===== src/rtl/scp_pkg.sv =====
package scp_pkg;

  // Control word captured for restart detection, most significant first.
  typedef struct packed {
    logic       mode2;
    logic [1:0] div_sel;
    logic       mult_x4;
    logic       m0_fast;
    logic       m2_double;
  } scp_ctl_t;

  localparam int unsigned CTL_W = $bits(scp_ctl_t);

endpackage


===== src/rtl/scp_rst_sync.sv =====
module scp_rst_sync #(
  parameter int unsigned STAGES = 2
) (
  input  logic clk,
  input  logic rst_n,
  output logic rst_sync_n
);

  logic [STAGES-1:0] sync_q;

  always_ff @(posedge clk or negedge rst_n) begin
    if (!rst_n) begin
      sync_q <= '0;
    end else begin
      sync_q <= {sync_q[STAGES-2:0], 1'b1};
    end
  end

  assign rst_sync_n = sync_q[STAGES-1];

endmodule


===== src/rtl/scp_period_lut.sv =====
module scp_period_lut
  import scp_pkg::*;
#(
  parameter int unsigned M0_SLOW_MULT = 3,
  parameter int unsigned M0_DIV3_K    = 1024,
  parameter int unsigned M2_BASE      = 64,
  parameter int unsigned M2_DIV3_BASE = 16384,
  parameter int unsigned CNT_W        = 14
) (
  input  scp_ctl_t         ctl_i,
  output logic [CNT_W-1:0] reload_o
);

  logic [31:0] m0_unit;
  logic [31:0] m2_full;
  logic [31:0] period;

  always_comb begin
    // Mode-0 unit: the fast-speed period; the slow speed multiplies it.
    if (ctl_i.div_sel == 2'b11) begin
      m0_unit = 32'(M0_DIV3_K);
    end else if (ctl_i.div_sel == 2'b00) begin
      m0_unit = ctl_i.mult_x4 ? 32'd1 : 32'd2;
    end else begin
      m0_unit = 32'd4;
    end

    m2_full = (ctl_i.div_sel == 2'b11) ? 32'(M2_DIV3_BASE) : 32'(M2_BASE);

    if (ctl_i.mode2) begin
      period = ctl_i.m2_double ? (m2_full >> 1) : m2_full;
    end else begin
      period = ctl_i.m0_fast ? m0_unit : m0_unit * 32'(M0_SLOW_MULT);
    end

    reload_o = CNT_W'(period - 32'd1);
  end

endmodule


===== src/rtl/scp_tick_counter.sv =====
module scp_tick_counter #(
  parameter int unsigned CNT_W = 14
) (
  input  logic             clk,
  input  logic             rst_n,
  input  logic             enable,
  input  logic             restart,
  input  logic [CNT_W-1:0] reload,
  output logic             tick
);

  logic [CNT_W-1:0] cnt_q, cnt_d;
  logic             tick_q, tick_d;
  logic             cnt_zero;

  assign cnt_zero = (cnt_q == '0);

  always_comb begin
    cnt_d  = cnt_q;
    tick_d = 1'b0;
    if (!enable || restart) begin
      cnt_d = reload;
    end else if (cnt_zero) begin
      cnt_d  = reload;
      tick_d = 1'b1;
    end else begin
      cnt_d = cnt_q - 1'b1;
    end
  end

  always_ff @(posedge clk or negedge rst_n) begin
    if (!rst_n) begin
      cnt_q  <= '0;
      tick_q <= 1'b0;
    end else begin
      cnt_q  <= cnt_d;
      tick_q <= tick_d;
    end
  end

  assign tick = tick_q;

endmodule


===== src/rtl/serial_clk_prescaler.sv =====
module serial_clk_prescaler
  import scp_pkg::*;
#(
  parameter int unsigned M0_SLOW_MULT = 3,
  parameter int unsigned M0_DIV3_K    = 1024,
  parameter int unsigned M2_BASE      = 64,
  parameter int unsigned M2_DIV3_BASE = 16384,
  parameter int unsigned SYNC_STAGES  = 2
) (
  input  logic       clk,
  input  logic       rst_n,
  input  logic       enable,
  input  logic       ser_mode2,
  input  logic [1:0] div_sel,
  input  logic       mult_x4,
  input  logic       m0_fast,
  input  logic       m2_double,
  output logic       tick
);

  localparam int unsigned MAX_PERIOD = (M2_DIV3_BASE > M0_DIV3_K * M0_SLOW_MULT)
                                       ? M2_DIV3_BASE : M0_DIV3_K * M0_SLOW_MULT;
  localparam int unsigned CNT_W      = (MAX_PERIOD > 2) ? $clog2(MAX_PERIOD) : 1;

  logic             rst_sync_n;
  scp_ctl_t         ctl_now;
  scp_ctl_t         ctl_q;
  logic             primed_q;
  logic             restart;
  logic [CNT_W-1:0] reload;

  scp_rst_sync #(.STAGES(SYNC_STAGES)) u_rst (
    .clk        (clk),
    .rst_n      (rst_n),
    .rst_sync_n (rst_sync_n)
  );

  assign ctl_now = '{mode2: ser_mode2, div_sel: div_sel, mult_x4: mult_x4,
                     m0_fast: m0_fast, m2_double: m2_double};

  // Restart on the first edge after reset and on any control change.
  assign restart = !primed_q || (ctl_now != ctl_q);

  always_ff @(posedge clk or negedge rst_sync_n) begin
    if (!rst_sync_n) begin
      ctl_q    <= '0;
      primed_q <= 1'b0;
    end else begin
      ctl_q    <= ctl_now;
      primed_q <= 1'b1;
    end
  end

  scp_period_lut #(
    .M0_SLOW_MULT (M0_SLOW_MULT),
    .M0_DIV3_K    (M0_DIV3_K),
    .M2_BASE      (M2_BASE),
    .M2_DIV3_BASE (M2_DIV3_BASE),
    .CNT_W        (CNT_W)
  ) u_lut (
    .ctl_i    (ctl_now),
    .reload_o (reload)
  );

  scp_tick_counter #(.CNT_W(CNT_W)) u_cnt (
    .clk     (clk),
    .rst_n   (rst_sync_n),
    .enable  (enable),
    .restart (restart),
    .reload  (reload),
    .tick    (tick)
  );

endmodule


===== config.mk =====
export PLATFORM = sky130hd
export DESIGN_NAME = serial_clk_prescaler
export DESIGN_NICKNAME = d
export VERILOG_FILES = /design/src/rtl/scp_pkg.sv /design/src/rtl/scp_rst_sync.sv /design/src/rtl/scp_period_lut.sv /design/src/rtl/scp_tick_counter.sv /design/src/rtl/serial_clk_prescaler.sv
export SDC_FILE = /design/constraint.sdc
export NUM_CORES = 1
export LEC_CHECK = 0
export CAP_MARGIN = 10
export CORE_MARGIN = 3
export CORE_UTILIZATION = 55
export DETAILED_ROUTE_END_ITERATION = 8
export GPL_TIMING_DRIVEN = 0
export HOLD_SLACK_MARGIN = 0.05
export PLACE_DENSITY_LB_ADDON = 0.08
export SLEW_MARGIN = 40
export SYNTH_ARGS = -nofsm -noshare
export SYNTH_HDL_FRONTEND = slang
export SYNTH_SLANG_ARGS = --single-unit

===== constraint.sdc =====
create_clock -name clk -period 1 [get_ports clk]
set_input_delay 0.2 -clock clk [delete_from_list [all_inputs] [get_ports clk]]
set_output_delay 0.2 -clock clk [all_outputs]
set_load 0.05 [all_outputs]

Word-level counts from Yosys, hierarchy flattened
Index checks and enable logic that the tools add are counted.

Logic and storage cells: 31. Memory bits (read-only): 0. Input bits: 9. Bits in latches: 0. Output and inout port bits: 1. Bits in writable memories: 0. Flip-flop bits (word level): 24. Memories: 0.

Div/mod/pow operators: 0. Mux-type cells: 11. Add/subtract/negate cells: 2. Multipliers: 1. Reduce and logical (&&, ||, !) cells: 6. Shift operators: 0. Bitwise logic cells: 0. Equal/unequal tests: 2. $lt $le $gt $ge: 0.

Operators with widths (count): $mux W14 (5); $mux W32 (2); $mul A32 B2 Y14 const B (1); $sub A14 B1 Y14 const B (2); $mux W15 (1); $logic_not A14 Y1 (1); $ne A6 B6 Y1 (1); $eq A2 B2 Y1 const B (1); $logic_not A1 Y1 (2); $logic_not A2 Y1 (1); $logic_or A1 B1 Y1 (2); $mux W1 (2); $mux W2 (1).

Longest topological paths before layout
Gate-level depths: netlist of run 1.

Depth in word-level cells: 9. Mapped depth: 11. Mapped depth without buffers: 10.

Modules after synthesis
From an unflattened synthesis of run 1, not the netlist that was laid out.

Cell total of the unflattened synthesis: 158. Area, all modules: 1614.0 um^2.

By module, submodules not included: scp_tick_counter (times used 1, cells an instance 74, sequential area each 375.4 um^2, area each 880.8 um^2); scp_period_lut (times used 1, cells an instance 65, sequential area each 0.0 um^2, area each 434.2 um^2); serial_clk_prescaler (times used 1, cells an instance 16, sequential area each 175.2 um^2, area each 245.2 um^2); scp_rst_sync (times used 1, cells an instance 3, sequential area each 50.0 um^2, area each 53.8 um^2).

Worst setup path before layout of run 1
Ideal clock, no wire load.

Path kind: in2reg. Start: input div_sel[0]. End: register u_cnt.cnt_q[10]. Path slack: -1071 ps. Setup time: 125 ps. Buffers on the path: 2. Stages: 11. Arrival time: 1946 ps. Required time: 875 ps. Path through: ha_1 > clkbuf_1 > o21ai_0 > nand3_1 > ha_1 > clkbuf_1 > nor2b_1 > a21oi_1 > a21oi_1 > o21ai_0 > mux2_4.

Longest elaborated chain between the ends: 9. Elaborated cells between the ends (all ways): 15. Those cells by class: add/sub: 1; mul: 1; eq/ne: 2; mux: 8; reduce/logical: 3.

Ends and longest elaborated chain: start: declaration (line serial_clk_prescaler.sv:14) `input logic [1:0] div_sel,`; $logic_not A2 Y1 (line scp_period_lut.sv:22) `end else if (ctl_i.div_sel == 2'b00) begin`; $mux W32 (line scp_period_lut.sv:22); $mux W32 (line scp_period_lut.sv:20) `if (ctl_i.div_sel == 2'b11) begin`; $mul A32 B2 Y14 (line scp_period_lut.sv:33) `period = ctl_i.m0_fast ? m0_unit : m0_unit * 32'(M0_SLOW_MULT);`; $mux W14 (line scp_period_lut.sv:33); $mux W14 (line scp_period_lut.sv:30) `if (ctl_i.mode2) begin`; $sub A14 B1 Y14 (line scp_period_lut.sv:36) `reload_o = CNT_W'(period - 32'd1);`; $mux W14 (line scp_tick_counter.sv:23) `end else if (cnt_zero) begin`; $mux W14 (*) (line scp_tick_counter.sv:21) `if (!enable || restart) begin`; named net u_cnt.cnt_d[10] (line scp_tick_counter.sv:12) `logic [CNT_W-1:0] cnt_q, cnt_d;`; end signal: assignment (line scp_tick_counter.sv:36) `cnt_q <= cnt_d;`; end: declaration (line scp_tick_counter.sv:12).

The timed path passes the listed nets; every way through them passes the cells marked *.

Worst setup path in the final report of run 1
Start: register u_cnt.cnt_q[5]. End: register u_cnt.cnt_q[10].

Longest elaborated chain between the ends: 3. Elaborated cells between the ends (all ways): 4. Those cells by class: add/sub: 1; mux: 2; reduce/logical: 1.

Ends and longest elaborated chain (line): $sub A14 B1 Y14 or $logic_not A14 Y1 (tied branches) (scp_tick_counter.sv:27, scp_tick_counter.sv:16); $mux W14 (*) (scp_tick_counter.sv:23); $mux W14 (*) (scp_tick_counter.sv:21); named net u_cnt.cnt_d[10] (scp_tick_counter.sv:12).

Marked as above.

==> results of run 1 <==
==> layout make-up <==
cell class                 count  share of cell area (%)
clock inverter                 1                    1.58
sequential                    24                    31.7
buffer                         5                    3.02
tap                           28                    1.84
multi-input combinational    107                    46.9
inverter                       7                    1.38
clock buffer                   3                    1.18
timing repair buffer          25                    12.3
==> through the flow <==
| stage | setup slack (ps) | utilization [%] | hold slack [ps] | instances | power (mW) |
|---|---|---|---|---|---|
| 2_1_floorplan | -757 | - | -95.6 | 143 | 1.48 |
| 3_3_place_gp | -1460 | 71.3 | 341 | 180 | 1.58 |
| 3_5_place_dp | -1480 | 71.4 | 253 | 180 | 1.60 |
| 4_1_cts | -901 | 78.4 | 215 | 194 | 2.34 |
| 5_1_grt | -917 | 81.4 | 147 | 200 | 2.52 |
| 6_report | -820 | 81.4 | 159 | 200 | 2.38 |
==> flip-flops by register name, indices dropped and copies added, names as in the netlist <==
signal	count
ctl_q	6
u_rst.sync_q	2
u_cnt.cnt_q	14
primed_q	1
u_cnt.tick	1
==> worst paths after layout <==
kind / from / endpoint / slack (ps) / cells past startpoint
setup / recovery: u_cnt.cnt_q[5] / u_cnt.cnt_q[10] / -820 / 6
hold / removal: mult_x4 / ctl_q[2] / 160 / 1
setup reg to reg: u_cnt.cnt_q[5] / u_cnt.cnt_q[10] / -820 / 6
hold reg to reg: u_rst.sync_q[1] / u_cnt.cnt_q[3] / 250 / 0
max in group asynchronous: rst_n / u_rst.sync_q[1] / 330 / 2
min in group asynchronous: u_rst.sync_q[1] / u_cnt.cnt_q[3] / 250 / 0
==> worst register-to-register path: stages, from the launching register on <==
cell                       delay, ps
sky130_fd_sc_hd__dfrtp_2         460
sky130_fd_sc_hd__nor4_4          360
sky130_fd_sc_hd__nand4b_4        170
sky130_fd_sc_hd__nor4_4          240
sky130_fd_sc_hd__nor2_4           80
sky130_fd_sc_hd__buf_8           140
sky130_fd_sc_hd__mux2_4          280
==> synth_stat cells (3+ instances only) <==
cell type	count	area, um2
sky130_fd_sc_hd__dfrtp_1	24	601
sky130_fd_sc_hd__nor2_1	12	45.0
sky130_fd_sc_hd__xnor2_1	11	96.3
sky130_fd_sc_hd__a21oi_1	10	50.1
sky130_fd_sc_hd__mux2i_1	10	100
sky130_fd_sc_hd__inv_1	7	26.3
sky130_fd_sc_hd__nand2_1	7	26.3
sky130_fd_sc_hd__xor2_1	7	61.3
sky130_fd_sc_hd__nand3_1	6	30.0
sky130_fd_sc_hd__nor3_1	6	30.0
sky130_fd_sc_hd__o21ai_0	6	30.0
sky130_fd_sc_hd__ha_1	5	62.6
sky130_fd_sc_hd__clkbuf_1	3	11.3
sky130_fd_sc_hd__mux2_2	3	33.8
sky130_fd_sc_hd__nor2b_1	3	18.8
==> power breakdown <==
| group | leakage, nW | switching [mW] | internal, mW | total (mW) |
|---|---|---|---|---|
| Clock | 0.0279 | 0.321 | 0.406 | 0.727 |
| Sequential | 0.280 | 0.0924 | 1.05 | 1.14 |
| Combinational | 0.477 | 0.251 | 0.265 | 0.516 |
==> routing by layer <==
metal | global-route usage [%] | share of wire [%]
met2 | 33.1 | 48
met1 | 31.0 | 46
met5 | 0 | 0
met4 | 9.27 | 2.4
met3 | 2.94 | 3.6
==> timing repair <==
item	CTS	global route
setup buffers	9	4
setup endpoints to repair	16	16
endpoints found under the hold margin	2	2
pin swaps	6	6
resized for setup	15	13
hold buffers	1	2
==> cells by family after synthesis <==
logic type	count (synthesis)	share of synthesized area (%)
and+or+nand+nor	47	19.5
buffers and inverters	12	3.77
adders and majority gates	5	4.38
DFF	24	42.1
other	1	0.263
xor gates and xnor gates	18	11.0
AOI/OAI and AO/OA	21	8.50
muxes	14	10.4
==> impl_results.md, run 1 <==
- GRT Total Usage: 21.7%
- Ratio of total power to cell area: 1250 mW/mm2
- Reported max-cap violation count: 0
- Wire length of the first global-routing pass: 5.49 mm
- Class of the most critical setup path: flop to flop
- Number of buffers on the longest clock path: 2
- Overflow after GRT: 0
- Post-synthesis sequential area ratio: 42.1%
- Width of the chip: 56.9 um
- Final max-slew violation count: 0
- Max-Slew Margin vs Limit: 65.1%
- Transition time of the tightest slew-check pin: 524 ps
- DRC violation count after routing: 0
- Share of synthesized registers carrying an async set or reset: 100%
- Path class of the lowest-slack min-delay path: primary input to flop
- Final min period: 1820 ps
- GPL Wtd Cong: 0.867
- Sinks on Clock Net: 24
- Insertion delay of the later-clocked pin in the worst-skew pair: 330 ps
- Data required, critical path: 1240 ps
- Master of the slowest instance on the critical path: sky130_fd_sc_hd__dfrtp_2
- Post-route clock skew: 6.86 ps
- Distinct cell type count after synthesis: 32
- Setup TNS: -11610 ps
- Total Die Area: 0.00324 mm2
- Number of H-tree levels: 1
- Initial antenna violation count: 0
- Dpl cell area: 0.00167 mm2
- Data arrival, critical path: 2060 ps
- Number of warnings reported in the yosys synthesis log: 0
- Highest-count cells in the layout ignoring fill and taps: sky130_fd_sc_hd__dfrtp_1 (21), sky130_fd_sc_hd__xnor2_1 (11), sky130_fd_sc_hd__nor2_1 (11), sky130_fd_sc_hd__buf_4 (11), sky130_fd_sc_hd__mux2i_1 (9)
- Final setup fails: 16
- Cell chain of the critical path: nor4_4 -> nand4b_4 -> nor4_4 -> nor2_4 -> buf_8 -> mux2_4
- Final net count: 187
- Hpwl dp: 2.04 mm
- # port buffers: 9
- Netlist area before placement: 0.00143 mm2
- Largest net degree at the start of global routing: 23
- Filler cells: 155
- Register area: 604 um2
- Standby leakage power: 0.785 nW
- Average wire length per cell after detail routing: 16.0 um
- First-iteration detailed-routing DRC count: 52
- TritonCTS Buffers: 3
- Most used flip-flop cell after synthesis: sky130_fd_sc_hd__dfrtp_1
- Remaining number of nets flagged by the antenna check after routing: 0
- Number of buffers and inverters on the critical path: 1
- Most common cell after layout, fill and taps aside: sky130_fd_sc_hd__dfrtp_1
- Clock-pin slew on the worst setup and hold paths: 140 ps
- Worst path top cell family by delay: simple AND/OR/NAND/NOR gates
- Fin crit share: 182%
- Multi-input gate area in the final layout: 895 um2
- Maximum fanout encountered on the critical timing path: 4
- Largest incremental delay on the critical path: 460 ps
- Number of vias after detailed routing: 1158
- Final WS setup: -820 ps
- ANT cells: 0
- Std-Cell Core Area: 0.00234 mm2
- Total number of placement rows: 17
- Violations in the final reports: negative setup slack
- Overall die height: 56.9 um
- Cell at the root of the clock tree: sky130_fd_sc_hd__clkbuf_4
- Number of instances in the synthesized netlist: 142
- Clock tree from TritonCTS: done
- First-pass iteration count of the detailed router: 4
- Largest vdd supply drop: 1.17 mV
- Initial core utilization: 61.0%
- FF+latch count, synth: 24
- Synthesized area per cell: 10.1 um2
- Count of pins on the block boundary: 10
- Number of global-route vias before repair: 1177
- Result of the run: finished with violations
- Library cell appearing most often on the critical path: sky130_fd_sc_hd__nor4_4
- Highest clock frequency the design can meet: 0.549 GHz
- Total wire length after detailed routing: 3.19 mm
- Number of failing hold endpoints at the final stage: 0
- Post-DR vias/cell: 5.79
- Final instance area: 0.00191 mm2
- Area delta synth->final: 33.5%
- Worst Setup Start Kind: flop
- Capturing element type of the critical path: flop
- Setup repair after global routing missed its margin: true
- Layout cell share with drive strength beyond 1: 31.4%
- Number of enable flip-flop cells after synthesis: 0
No activity file was read; power rests on OpenSTA's default activity.
==> run 2: changes to the inputs <==
--- a/config.mk
+++ b/config.mk
@@ -11,7 +11,9 @@
 export DETAILED_ROUTE_END_ITERATION = 8
 export GPL_TIMING_DRIVEN = 0
 export HOLD_SLACK_MARGIN = 0.05
+export MAX_ROUTING_LAYER = met4
 export PLACE_DENSITY_LB_ADDON = 0.08
+export SETUP_SLACK_MARGIN = 0.3
 export SLEW_MARGIN = 40
 export SYNTH_ARGS = -nofsm -noshare
 export SYNTH_HDL_FRONTEND = slang
==> run 2 against run 1 <==
  * The flow still finishes with violations (negative setup slack)
  * Worst setup slack improved by 19 ps
  * Utilization fell by 2.7 points
  * Hold slack worse by 130 ps
  * Global-route usage is 1.4 points lower
  * Via count is 6.0% lower
  * Clock skew down 3.2 ps
  * Power decreased by 1.8%
  * Non-clock buffer count is 6 lower
  * Critical path type unchanged
  * Critical endpoint is now u_cnt.cnt_q[12]
  * Largest power group unchanged
  * Highest routed layer unchanged
==> impl_results.md, run 2 (synthesis results as in run 1) <==
- Clock-pin slew on the worst setup and hold paths: 140 ps (about the same)
- Overall die height: 56.9 um (unchanged)
- Filler cells: 159 (+2.6%)
- GRT Total Usage: 20.3% (-1.4 points)
- Maximum fanout encountered on the critical timing path: 3 (-1)
- Insertion delay of the later-clocked pin in the worst-skew pair: 310 ps (-20 ps)
- Routed length on met3: 80 um (-31%)
- Standby leakage power: 0.746 nW (-4.9%)
- Worst-case register-to-register setup slack: -800 ps (+20 ps)
- Uppermost signal routing layer after detailed routing: met4
- First-iteration detailed-routing DRC count: 33 (-37%)
- Class of the most critical setup path: flop to flop
- Total number of placement rows: 17 (unchanged)
- Area delta synth->final: 29.1%
- Cells on worst reg2reg path: 6 (unchanged)
- Post-DR vias/cell: 5.61 (-3.1%)
- Final setup fails: 16 (unchanged)
- ANT cells: 0 (unchanged)
- Biggest registers after layout: u_cnt.cnt_q x14, ctl_q x6, u_rst.sync_q x2
- Endpoint of the lowest-slack register-to-register path: u_cnt.cnt_q[12]
- First-pass iteration count of the detailed router: 4 (unchanged)
- Total wire length after detailed routing: 2.85 mm (-11%)
- Origin of the worst setup path: u_cnt.cnt_q[4]
- Average wire length per cell after detail routing: 14.7 um (-7.9%)
- Cell at the root of the clock tree: sky130_fd_sc_hd__clkbuf_4
- Capturing element type of the critical path: flop
- Startpoint of the worst-slack reg-to-reg timing path: u_cnt.cnt_q[4]
- Reported max-cap violation count: 0 (unchanged)
- Highest clock frequency the design can meet: 0.555 GHz (+1.0%)
- Most common cell after layout, fill and taps aside: sky130_fd_sc_hd__dfrtp_1
- Hpwl dp: 2.09 mm (+2.7%)
- Sinks on Clock Net: 24 (unchanged)
- Number of buffers on the longest clock path: 2 (unchanged)
- Met1 WL: 1.31 mm (-10%)
- Path class of the lowest-slack min-delay path: primary input to asynchronous set/reset pin
- Std-Cell Core Area: 0.00234 mm2 (unchanged)
- Result of the run: finished with violations
- Number of failing hold endpoints at the final stage: 0 (unchanged)
- Register ranked first by flip-flop count: u_cnt.cnt_q
- Largest net degree at the start of global routing: 23 (unchanged)
- Number of vias after detailed routing: 1088 (-6.0%)
- Clock tree from TritonCTS: done
- Final instance area: 0.00184 mm2 (-3.3%)
- Register area: 606 um2 (+0.21%)
- Multi-input gate area in the final layout: 896 um2 (+0.14%)
- GPL Wtd Cong: 0.884 (+1.9%)
- Smallest hold slack: 26.0 ps (-133 ps)
- Ratio of total power to cell area: 1270 mW/mm2 (+1.5%)
- Violations in the final reports: negative setup slack
- Wire length of the first global-routing pass: 5.09 mm (-7.3%)
- Met2 routed wirelength: 1.44 mm (-6.6%)
- Fin crit share: 180% (-1.9 points)
- Highest-count cells in the layout ignoring fill and taps: sky130_fd_sc_hd__dfrtp_1 (22), sky130_fd_sc_hd__xnor2_1 (11), sky130_fd_sc_hd__nor2_1 (11)
- Number of H-tree levels: 1 (unchanged)
- Data required, critical path: 1220 ps (-20 ps)
- Initial antenna violation count: 0 (unchanged)
- Final max-slew violation count: 0 (unchanged)
- Dpl cell area: 0.00167 mm2 (about the same)
- Width of the chip: 56.9 um (unchanged)
- Initial core utilization: 61.0% (unchanged)
- Total Die Area: 0.00324 mm2 (unchanged)
- TritonCTS Buffers: 3 (unchanged)
- Setup repair after global routing missed its margin: true
- Setup crit end: u_cnt.cnt_q[12]
- Largest vdd supply drop: 0.947 mV (-19%)
- Remaining number of nets flagged by the antenna check after routing: 0 (unchanged)
- Data arrival, critical path: 2020 ps (-40 ps)
- Number of flip-flops in the largest register: 14 (unchanged)
- # port buffers: 9 (unchanged)
- Count of pins on the block boundary: 10 (unchanged)
- Final WS setup: -801 ps (+18.6 ps)
- Post-route clock skew: 3.64 ps (-3.22 ps)
- Overflow after GRT: 0 (unchanged)
- Final min period: 1800 ps (-18.6 ps)
- Layout cell share with drive strength beyond 1: 30.1% (-1.3 points)
- Final net count: 181 (-3.2%)
- Worst Setup Start Kind: flop
- DRC violation count after routing: 0 (unchanged)
- Number of global-route vias before repair: 1118 (-5.0%)
[run 2: repair_timing]
action,4_1_cts,5_1_grt
setup endpoints to repair,16,17
resized for setup,17,11
endpoints found under the hold margin,2,2
pin swaps,8,6
setup buffers,5,5
[run 2: metrics by stage]
stage               utilization (%)  setup TNS [ps]  setup slack, ps  instances  power [mW]
floorplan                         -           -8830             -757        143        1.48
global placement               71.4          -19470            -1470        180        1.58
detailed placement             71.4          -19980            -1480        180        1.60
CTS                            76.4          -12670             -909        189        2.31
global route                   78.8          -12640             -888        194        2.47
finish                         78.8          -11290             -801        194        2.34
[run 2: how the worst min path moves through the flow]
stage | startpoint | end | slack, ps | cells after the start
6_report | rst_n | u_rst.sync_q[0] | 30 | 1
4_1_cts | rst_n | u_rst.sync_q[0] | 30 | 1
3_3_place_gp | u_rst.sync_q[1] | u_cnt.cnt_q[3] | 240 | 0
5_1_grt | rst_n | u_rst.sync_q[0] | 7 | 1
3_5_place_dp | u_rst.sync_q[1] | u_cnt.cnt_q[0] | 250 | 0
2_1_floorplan | rst_n | u_rst.sync_q[0] | -100 | 0
[run 2: worst max-delay path, stage by stage, from the launching register on]
cell,delay (ps)
sky130_fd_sc_hd__dfrtp_1,440
sky130_fd_sc_hd__nor4_4,360
sky130_fd_sc_hd__nand4b_4,180
sky130_fd_sc_hd__buf_4,170
sky130_fd_sc_hd__or3_1,340
sky130_fd_sc_hd__a21oi_1,170
sky130_fd_sc_hd__nor2_1,70
[run 2: where the power goes]
part	internal (mW)	leakage, nW	total, mW	switching (mW)
Sequential	1.05	0.280	1.14	0.0926
Combinational	0.256	0.438	0.494	0.238
Clock	0.405	0.0279	0.707	0.302
[run 2: routing by layer]
metal | global-route usage, % | up-vias
met5 | - | -
met2 | 32.0 | 19
met4 | 6.62 | 0
li1 | - | 538
met1 | 27.6 | 527
met3 | 2.04 | 4
[run 2: area by class of cell]
type	count	share of cell area (%)
inverter	7	1.43
tap	28	1.90
sequential	24	32.9
timing repair buffer	19	9.23
clock inverter	1	1.63
multi-input combinational	107	48.6
clock buffer	3	1.22
buffer	5	3.12
